File: src/rtl/wtg_pkg.sv
package wtg_pkg;

   typedef enum logic {
      POL_TRUE = 1'b0,
      POL_INV  = 1'b1
   } trace_pol_e;

   localparam int unsigned SEL_CODE_W = 3;
   localparam int unsigned SEL_IDX_W  = 2;
   localparam int unsigned SEL_TAPS   = 4;

   // Code to tap index: rising through the four taps, then falling back.
   function automatic logic [SEL_IDX_W-1:0] sel_index(input logic [SEL_CODE_W-1:0] code);
      return code[SEL_CODE_W-1] ? ~code[SEL_IDX_W-1:0] : code[SEL_IDX_W-1:0];
   endfunction

endpackage

File: src/rtl/wtg_frame_ctr.sv
module wtg_frame_ctr #(
   parameter int unsigned FRAME_W = 12,
   parameter int unsigned X_W     = 10,
   parameter int unsigned Y_W     = 10
) (
   input  logic               clk,
   input  logic               rst_n,
   input  logic [X_W-1:0]     hpos,
   input  logic [Y_W-1:0]     vpos,
   output logic [FRAME_W-1:0] frame_q
);

   generate
      if (FRAME_W < 11) begin : g_bad_frame_w
         $error("wtg_frame_ctr: FRAME_W must cover the selector bits");
      end
   endgenerate

   logic at_origin;
   assign at_origin = (hpos == '0) && (vpos == '0);

   always_ff @(posedge clk) begin
      if (!rst_n) begin
         frame_q <= '0;
      end else if (at_origin) begin
         frame_q <= frame_q + 1'b1;
      end
   end

   AST_FRAME_HOLD: assert property (@(posedge clk) disable iff (!rst_n) !at_origin |=> frame_q == $past(frame_q));
   AST_FRAME_STEP: assert property (@(posedge clk) disable iff (!rst_n) at_origin |=> frame_q == $past(frame_q) + 1'b1);

endmodule

File: src/rtl/wtg_phase_bit.sv
module wtg_phase_bit #(
   parameter int unsigned X_W     = 10,
   parameter int unsigned FRAME_W = 12,
   parameter int unsigned PH_W    = 10,
   parameter int unsigned OFS_W   = 8,
   parameter int unsigned SHIFT   = 2,
   parameter int unsigned LO_BIT  = 4
) (
   input  logic [X_W-1:0]     x,
   input  logic [X_W-1:0]     x_start,
   input  logic [FRAME_W-1:0] frame,
   output logic               wave
);
   import wtg_pkg::*;

   localparam int unsigned TOP_TAP  = LO_BIT + SEL_TAPS - 1;
   localparam int unsigned CODE_LSB = OFS_W;
   localparam int unsigned CODE_MSB = OFS_W + SEL_CODE_W - 1;

   generate
      if (TOP_TAP >= PH_W) begin : g_bad_tap
         $error("wtg_phase_bit: selected taps exceed the phase width");
      end
      if (CODE_MSB >= FRAME_W) begin : g_bad_code
         $error("wtg_phase_bit: selector code lies outside the frame counter");
      end
      if (OFS_W + SHIFT > PH_W) begin : g_bad_shift
         $error("wtg_phase_bit: scaled offset wider than the phase");
      end
   endgenerate

   logic [PH_W-1:0]       x_rel;
   logic [PH_W-1:0]       t_ofs;
   logic [PH_W-1:0]       phase;
   logic [SEL_TAPS-1:0]   cand;
   logic [SEL_IDX_W-1:0]  idx;

   assign x_rel = PH_W'(x - x_start);
   assign t_ofs = PH_W'({frame[OFS_W-1:0], {SHIFT{1'b0}}});
   assign phase = x_rel + t_ofs;
   assign idx   = sel_index(frame[CODE_MSB:CODE_LSB]);

   for (genvar i = 0; i < int'(SEL_TAPS); i++) begin : g_tap
      assign cand[i] = phase[LO_BIT + i];
   end

   assign wave = cand[idx];

endmodule

File: src/rtl/wtg_trace.sv
module wtg_trace #(
   parameter int unsigned          Y_W     = 10,
   parameter int unsigned          HI_OFS  = 10,
   parameter int unsigned          LO_OFS  = 30,
   parameter wtg_pkg::trace_pol_e  POL     = wtg_pkg::POL_TRUE,
   parameter bit                   EDGE_EN = 1'b1
) (
   input  logic [Y_W-1:0] vpos,
   input  logic [Y_W-1:0] y_start,
   input  logic           wave_cur,
   input  logic           wave_prev,
   input  logic           has_prev,
   input  logic           window_ok,
   output logic           hit
);
   localparam int unsigned RW = Y_W + 1;

   generate
      if (HI_OFS >= LO_OFS) begin : g_bad_rows
         $error("wtg_trace: the level-1 row must lie above the level-0 row");
      end
      if (LO_OFS >= (1 << Y_W)) begin : g_bad_ofs
         $error("wtg_trace: row offset too large for the row width");
      end
   endgenerate

   logic [RW-1:0] y_ext, row_hi, row_lo;
   logic          lvl_cur, lvl_prev;
   logic          on_level, on_edge;

   assign y_ext  = RW'(vpos);
   assign row_hi = RW'(y_start) + RW'(HI_OFS);
   assign row_lo = RW'(y_start) + RW'(LO_OFS);

   generate
      if (POL == wtg_pkg::POL_INV) begin : g_inv
         assign lvl_cur  = ~wave_cur;
         assign lvl_prev = ~wave_prev;
      end else begin : g_true
         assign lvl_cur  = wave_cur;
         assign lvl_prev = wave_prev;
      end
   endgenerate

   assign on_level = (lvl_cur && (y_ext == row_hi)) || (!lvl_cur && (y_ext == row_lo));

   generate
      if (EDGE_EN) begin : g_edge
         assign on_edge = has_prev && (lvl_cur != lvl_prev) && (y_ext >= row_hi) && (y_ext <= row_lo);
      end else begin : g_no_edge
         assign on_edge = 1'b0;
      end
   endgenerate

   assign hit = window_ok && (on_level || on_edge);

endmodule

File: src/rtl/wavetrace_gen.sv
module wavetrace_gen #(
   parameter int unsigned X_W        = 10,
   parameter int unsigned Y_W        = 10,
   parameter int unsigned H_VIS      = 640,
   parameter int unsigned V_VIS      = 480,
   parameter int unsigned FRAME_W    = 12,
   parameter int unsigned PH_W       = 10,
   parameter int unsigned OFS_W      = 8,
   parameter int unsigned SHIFT      = 2,
   parameter int unsigned LO_BIT     = 4,
   parameter int unsigned IN_HI_OFS  = 10,
   parameter int unsigned IN_LO_OFS  = 30,
   parameter int unsigned OUT_HI_OFS = 45,
   parameter int unsigned OUT_LO_OFS = 65,
   parameter int unsigned REF_X      = 320,
   parameter bit          EDGE_EN    = 1'b1
) (
   input  logic           clk,
   input  logic           rst_n,
   input  logic [X_W-1:0] hpos,
   input  logic [Y_W-1:0] vpos,
   input  logic [X_W-1:0] win_x0,
   input  logic [X_W-1:0] win_x1,
   input  logic [Y_W-1:0] win_y0,
   input  logic [Y_W-1:0] win_y1,
   output logic           in_hit,
   output logic           out_hit,
   output logic           logic_state
);
   import wtg_pkg::*;

   localparam int unsigned N_TAPS   = 3;
   localparam int unsigned TAP_CUR  = 0;
   localparam int unsigned TAP_PREV = 1;
   localparam int unsigned TAP_REF  = 2;
   localparam int unsigned N_TRACE  = 2;
   localparam int unsigned RW       = Y_W + 1;

   generate
      if (H_VIS > (1 << X_W)) begin : g_bad_h
         $error("wavetrace_gen: visible width exceeds column range");
      end
      if (V_VIS > (1 << Y_W)) begin : g_bad_v
         $error("wavetrace_gen: visible height exceeds row range");
      end
      if (REF_X >= H_VIS) begin : g_bad_ref
         $error("wavetrace_gen: reference column must be visible");
      end
   endgenerate

   logic [FRAME_W-1:0] frame;
   logic [X_W-1:0]     tap_x [N_TAPS];
   logic [N_TAPS-1:0]  wave_tap;
   logic [N_TRACE-1:0] hit_vec;
   logic               window_ok, has_prev;
   logic [RW-1:0]      row_in_hi;

   wtg_frame_ctr #(.FRAME_W(FRAME_W), .X_W(X_W), .Y_W(Y_W)) u_frame (
      .clk    (clk),
      .rst_n  (rst_n),
      .hpos   (hpos),
      .vpos   (vpos),
      .frame_q(frame)
   );

   assign tap_x[TAP_CUR]  = hpos;
   assign tap_x[TAP_PREV] = hpos - 1'b1;
   assign tap_x[TAP_REF]  = X_W'(REF_X);

   for (genvar t = 0; t < int'(N_TAPS); t++) begin : g_phase
      wtg_phase_bit #(
         .X_W(X_W), .FRAME_W(FRAME_W), .PH_W(PH_W),
         .OFS_W(OFS_W), .SHIFT(SHIFT), .LO_BIT(LO_BIT)
      ) u_ph (
         .x      (tap_x[t]),
         .x_start(win_x0),
         .frame  (frame),
         .wave   (wave_tap[t])
      );
   end

   assign window_ok = (hpos < X_W'(H_VIS)) && (vpos < Y_W'(V_VIS)) &&
                      (hpos >= win_x0) && (hpos <= win_x1) &&
                      (vpos >= win_y0) && (vpos <= win_y1);
   assign has_prev  = hpos > win_x0;

   for (genvar k = 0; k < int'(N_TRACE); k++) begin : g_trace
      localparam int unsigned HI = (k == 0) ? IN_HI_OFS : OUT_HI_OFS;
      localparam int unsigned LO = (k == 0) ? IN_LO_OFS : OUT_LO_OFS;
      localparam trace_pol_e  PL = (k == 0) ? POL_TRUE : POL_INV;
      wtg_trace #(
         .Y_W(Y_W), .HI_OFS(HI), .LO_OFS(LO), .POL(PL), .EDGE_EN(EDGE_EN)
      ) u_tr (
         .vpos     (vpos),
         .y_start  (win_y0),
         .wave_cur (wave_tap[TAP_CUR]),
         .wave_prev(wave_tap[TAP_PREV]),
         .has_prev (has_prev),
         .window_ok(window_ok),
         .hit      (hit_vec[k])
      );
   end

   assign in_hit      = hit_vec[0];
   assign out_hit     = hit_vec[1];
   assign logic_state = wave_tap[TAP_REF];

   assign row_in_hi = RW'(win_y0) + RW'(IN_HI_OFS);

   AST_NO_STRAY_HIT: assert property (@(posedge clk) disable iff (!rst_n) !window_ok |-> (!in_hit && !out_hit));
   AST_REF_ROW_MATCH: assert property (@(posedge clk) disable iff (!rst_n) (hpos == X_W'(REF_X) && window_ok && RW'(vpos) == row_in_hi && wave_tap[TAP_CUR] == wave_tap[TAP_PREV]) |-> (in_hit == logic_state));
   AST_STATE_ON_FRAME: assert property (@(posedge clk) disable iff (!rst_n) (!$stable(logic_state) && $stable(win_x0)) |-> $past(hpos == '0 && vpos == '0));

endmodule

File: config.mk
export PLATFORM = sky130hd
export DESIGN_NAME = wavetrace_gen
export DESIGN_NICKNAME = d
export VERILOG_FILES = /design/src/rtl/wtg_pkg.sv /design/src/rtl/wtg_frame_ctr.sv /design/src/rtl/wtg_phase_bit.sv /design/src/rtl/wtg_trace.sv /design/src/rtl/wavetrace_gen.sv
export SDC_FILE = /design/constraint.sdc
export NUM_CORES = 1
export LEC_CHECK = 0
export BUFFER_PORTS_ARGS = -buffer_cell sky130_fd_sc_hd__buf_2
export CAP_MARGIN = 10
export CELL_PAD_IN_SITES_DETAIL_PLACEMENT = 1
export CELL_PAD_IN_SITES_GLOBAL_PLACEMENT = 1
export CORE_UTILIZATION = 46
export DETAILED_ROUTE_END_ITERATION = 12
export GPL_TIMING_DRIVEN = 0
export PLACE_DENSITY = 0.95
export RECOVER_POWER = 25
export SYNTH_ARGS = -nofsm -noshare
export SYNTH_HDL_FRONTEND = slang
export SYNTH_SLANG_ARGS = --single-unit
File: constraint.sdc
create_clock -name clk -period 5.6 [get_ports clk]
set_input_delay 0 -clock clk [delete_from_list [all_inputs] [get_ports clk]]
set_output_delay 0 -clock clk [all_outputs]
set_load 0.1 [all_outputs]
Yosys cells after proc, flatten, opt, wreduce, memory -nomap -nowiden. Cells that the tools add are included.

Bits in writable memories: 0. ROM bits: 0. Flip-flop bits (word level): 12. Memories kept: 0. Bits in latches: 0. Bits of input ports: 62.

Bitwise operators: 3. Reductions and logical operators: 25. Shift-type cells: 0. Multipliers: 0. Divide/modulo/power cells: 0. Multiplexer cells: 7. Equal/unequal tests: 6. Add/subtract/negate cells: 12. Order comparisons: 12.

Operators with widths (number): == test 10 x 11 -> 1 bit (4); adder 8 bit (3); greater-or-equal comparator 10 x 11 -> 1 bit (2); less-or-equal comparator 10 x 11 -> 1 bit (2); greater-or-equal comparator 10 bit (2); less-or-equal comparator 10 bit (2); logical NOT 10 bit (2); logical AND 1 bit (18); subtractor 8 bit (2); adder 12 x 1 -> 12 bit, second input constant (1); adder 10 x 4 -> 11 bit, second input constant (1); adder 10 x 5 -> 11 bit, second input constant (1); adder 10 x 6 -> 11 bit, second input constant (1); adder 10 x 7 -> 11 bit, second input constant (1); > comparator 10 bit (1); less-than comparator 10 bit, second input constant (1); less-than comparator 10 x 9 -> 1 bit, second input constant (1); subtractor 7 x 8 -> 8 bit, first input constant (1); subtractor 8 x 1 -> 8 bit, second input constant (1); binary-select mux 1 bit (select 2 bit) (3); logical OR 1 bit (4); less-than comparator 2 x 3 -> 1 bit, second input constant (1); two-way mux 1 bit (3); two-way mux 2 bit (1); other kinds (4) (6).

Depth between registers and ports, before layout.
Depth after elaboration: 12. Depth in mapped cells: 17.

Modules after synthesis. A second synthesis with hierarchy kept.

Cells, all modules: 643. Area, all modules: 4918.5 um2.

Modules (own cells, without submodules): wavetrace_gen (area each 1186.1 um2, cells each 166, sequential area each 0.0 um2, instances 1); wtg_phase_bit at g_phase[0].u_ph ... (area each 496.7 um2, cells each 64, sequential area each 0.0 um2, instances 2); wtg_trace at g_trace[1].u_tr (area each 778.2 um2, cells each 104, sequential area each 0.0 um2, instances 1); wtg_trace at g_trace[0].u_tr (area each 763.2 um2, cells each 99, sequential area each 0.0 um2, instances 1); wtg_frame_ctr (area each 646.9 um2, cells each 78, sequential area each 240.2 um2, instances 1); wtg_phase_bit at g_phase[2].u_ph (area each 550.5 um2, cells each 68, sequential area each 0.0 um2, instances 1).

Worst setup path before layout. OpenSTA, ideal clock, no wires.

Kind: register to output. Start point: reg u_frame.frame_q[1]. End point: out out_hit. Path buffers: 0. Cell stages (with the launch flop): 13. Arrival time: 4338 ps. Slack: 1262 ps. Required time: 5600 ps. Cell sequence: dfxtp_1 -> inv_1 -> fa_1 -> inv_1 -> ha_1 -> o21a_1 -> or3_2 -> a21o_1 -> a31oi_1 -> o221ai_2 -> xnor2_1 -> o2111ai_1 -> a31oi_1.

Cells in the longest elaborated chain, start to end: 10. Elaborated cells on any way between the ends: 17. Those cells by class: add/sub: 2; eq/ne: 1; mux: 4; bitwise: 2; reduce/logical: 8.

Ends and longest elaborated chain: from (decl) (RTL line wtg_frame_ctr.sv:10) `output logic [FRAME_W-1:0] frame_q`; from (signal assigned) (RTL line wtg_frame_ctr.sv:26) `frame_q <= frame_q + 1'b1;`; adder 8 bit (RTL line wtg_phase_bit.sv:40) `assign phase = x_rel + t_ofs;`; binary-select mux 1 bit (select 2 bit) (RTL line wtg_phase_bit.sv:47) `assign wave = cand[idx];`; two-way mux 1 bit (implied by the code) (RTL line wtg_phase_bit.sv:47); NOT 1 bit (on tied branches) (RTL line wtg_trace.sv:37, wtg_trace.sv:38); inequality test 1 bit (RTL line wtg_trace.sv:49) `assign on_edge = has_prev && (lvl_cur != lvl_prev) && (y_ext >= row_hi) && (y_ext <= row_lo);`; logical AND 1 bit (3 in a row) (RTL line wtg_trace.sv:49); logical OR 1 bit (*) (RTL line wtg_trace.sv:55) `assign hit = window_ok && (on_level || on_edge);`; logical AND 1 bit (*) (RTL line wtg_trace.sv:55); to (decl) (RTL line wavetrace_gen.sv:27) `output logic out_hit,`.

Every way passes the cells marked *; elsewhere a longest branch is shown, timed or not. The select of a mux whose other input is x is not followed.

Final worst setup path. Same ends and word-level chain as after synthesis.

==> metrics.yaml <==
cts:
  cts_setup_buffers: 0
  clkSinkCount: 11
  ctsResizeCount: 0
  cts_buffer_depth: 2
  h-tree-depth: 1
  clk_latency_ps: 240
  clk_pin_slew_ps: 50
  clock-root-buffer: "clkbuf_8"
  hold_buffers: 0
  cts_tree: "built"
  cts_buffers: 3
sta:
  finalSetupViolations: 0
  hold_viol_final: 0
  tightest_slew_ps: 740.8
  finalCriticalPeriod_ps: 4301
  max_slew_margin: 0.4934
  fin_crit_sh: 0.7680
  final_max_slew_viol_count: 0
  setup_tns_ps: 0
  clock.fmax_mhz: 232.5
  rsz0062_at_grt: "false"
  skew_ps: 1.152
routing:
  drt_pass1_iterations: 4
  vias: 3983
  drt_iter0_markers: 130
  drt-vias-per-instance: 5.849
  post_drt_wl_per_cell_um: 17.15
  drc: 0
  antenna_left: 0
  totalWireLength_um: 11680
pwr:
  power.density_nw_per_um2: 113.9
  max-vdd-ir-drop_mv: 0.07663
  p_leak_nw: 2.163
setup_path:
  arrival_ps: 4300
  max_stage_delay_ps: 500
  cp-end-kind: "primary output"
  crit_buf_inv: 3
  crit_chain: "inv_1, fa_1, inv_1, ha_1, o21a_1, or3_2, a21o_1, a31oi_1, o221ai_2, xnor2_1, o2111ai_1, a31oi_1, buf_2"
  cp-start-kind: "flop"
  required_ps: 5600
  cp_top_family: "compound AO/OA/AOI/OAI gates"
  critPathKind: "flop to primary output"
  cpMaxStageDelayCell: "fa_1"
  critPathMaxFanout: 6
final_layout:
  final_area_um2: 4320
  largest_register_ffs: 11
  syn2layout_area_growth_pct: 12.22
  top_regs: "u_frame.frame_q: 11 flops"
  top_register: "u_frame.frame_q"
  drive_above_1_share: 0.1181
  final_nets: 740
  fin_util: 0.5285
  instances_no_fill: 681
  num_antenna_cells: 0
placed_design:
  place_inst: 677
  portBuffers: 59
  gp_congestion: 0.9056
  dpl.hpwl_um: 10130
  postPlaceCellArea_um2: 4277
floorplanning:
  die_y_um: 93.49
  io_pins: 65
  core_area_um2: 8175
  rows: 33
  start_util: 0.4709
  die_area_um2: 8739
  die_w_um: 93.49
global_routing:
  antenna_found_initial: 0
  grt_pass1_vias: 4345
  grt_max_degree: 11
  overflow: 0
  use_met1: 0.2860
  grtUsageMet2: 0.5668
  gr-usage-met3: 0.01463
  track_usage: 0.2757
  top_usage_layer: "met2"
  grt_pass1_wl_um: 19460
synthesis:
  ys_ff_latch: 11
  syn_inst: 513
  synthArstFlopShare: 0
  ys.flop_type: "dfxtp_1"
  synth_edf_count: 0
  syn_area_per_cell_um2: 7.505
  seq_area_frac_synth: 0.05720
  syn_area_um2: 3850
  synth_nets: 676
  ys_warn_count: 0
  synth_cell_types: 49
hold_path:
  hold_class: "primary input to flop"
run:
  drv_cap: 0
status:
  status: "finished, final reports clean"
synthesized netlist by cell type (3+ instances only):
cell type | number | share of area
clkbuf_1 | 12 | 0.012
and4_1 | 3 | 0.0068
a211oi_1 | 3 | 0.0058
nor3_1 | 9 | 0.012
fa_1 | 5 | 0.026
a31oi_1 | 7 | 0.011
a21oi_1 | 33 | 0.043
nand3_1 | 22 | 0.029
o21ai_0 | 18 | 0.023
o31ai_1 | 4 | 0.0078
dfxtp_1 | 11 | 0.057
o211ai_1 | 5 | 0.0098
xor2_1 | 4 | 0.0091
nand2b_1 | 4 | 0.0065
o2111ai_1 | 6 | 0.014
or3_1 | 5 | 0.0081
mux2i_1 | 6 | 0.016
nor2b_1 | 5 | 0.0081
inv_1 | 71 | 0.069
nor2_1 | 28 | 0.027
and2_1 | 12 | 0.019
nand2_1 | 26 | 0.025
nor4_1 | 6 | 0.0098
ha_1 | 96 | 0.31
clkinv_1 | 3 | 0.0029
xnor2_1 | 45 | 0.10
nand4_1 | 14 | 0.023
a21o_1 | 19 | 0.037
o21a_1 | 4 | 0.0078
final cells by class:
type,count,area (um^2)
multi-input cells,416,3307
repair buffers,59,294.0
inverters,74,277.8
clock buffers,4,45.04
fillers,1101,3855
well taps,105,131.4
plain buffers,12,45.04
flip-flops and latches,11,220.2
cells in the final DEF, fill, tap and decap left out, drive strengths merged, types with 4 or more instances in the layout:
cell and n:
ha 96, inv 71, buf 58, xnor2 45, a21oi 33, nor2 28, nand2 26, nand3 22
a21o 19, o21ai 19, clkbuf 17, nand4 14, and2 12, dfxtp 11, nor3 9, a31oi 7
mux2i 6, o2111ai 6, nor4 6, or3 6, nor2b 5, o211ai 5, fa 5, o31ai 4
nand2b 4, xor2 4, o21a 4
metrics by stage:
stage                     total power, W  hold slack, ps  setup WS (ps)
after floorplan                0.0003067           128.2           1262
after global placement         0.0003854           222.8           1826
after detailed placement       0.0004092           256.7           1667
after CTS                      0.0004924           6.780           1380
after global routing           0.0005376           16.19           1135
final                          0.0004923           3.569           1299
metal layers:
| metal | part of all wire | vias up | wire, um |
|---|---|---|---|
| li1 | - | 1946 | - |
| met1 | 0.41 | 1934 | 4755 |
| met2 | 0.54 | 77 | 6355 |
| met3 | 0.021 | 26 | 242 |
| met4 | 0.028 | 0 | 323 |
| met5 | 0 | - | 0 |
where the power goes:
part / switching [W] / total [W] / internal [W] / leakage [nW]
Clock: 0.0000308 / 0.0000808 / 0.0000501 / 0.0228
Combinational: 0.000192 / 0.000333 / 0.000141 / 2.05
Sequential: 0.0000000000300 / 0.0000784 / 0.0000784 / 0.0885
worst paths after layout:
kind / slack [ps] / startpoint / cells after the start / to
worst max register to register: 3980 / u_frame.frame_q[1] / 6 / u_frame.frame_q[8]
worst min register to register: 640 / u_frame.frame_q[3] / 2 / u_frame.frame_q[3]
worst max-delay path: 1300 / u_frame.frame_q[1] / 13 / out_hit
worst min-delay path: 4 / rst_n / 2 / u_frame.frame_q[1]
cells by family (layout without fill, tap and decap cells):
kind of cell / count (synthesis) / in the layout / share of synthesized area
adder cells (fa/ha/maj): 101 / 101 / 0.3380
AND/OR/NAND/NOR: 144 / 144 / 0.1953
multiplexers: 6 / 6 / 0.01560
XOR/XNOR: 49 / 49 / 0.1115
flip-flops: 11 / 11 / 0.05720
buffers and inverters: 86 / 149 / 0.08385
AO/OA/AOI/OAI: 116 / 116 / 0.1986
Note: power is estimated with default switching activity, not from simulation.
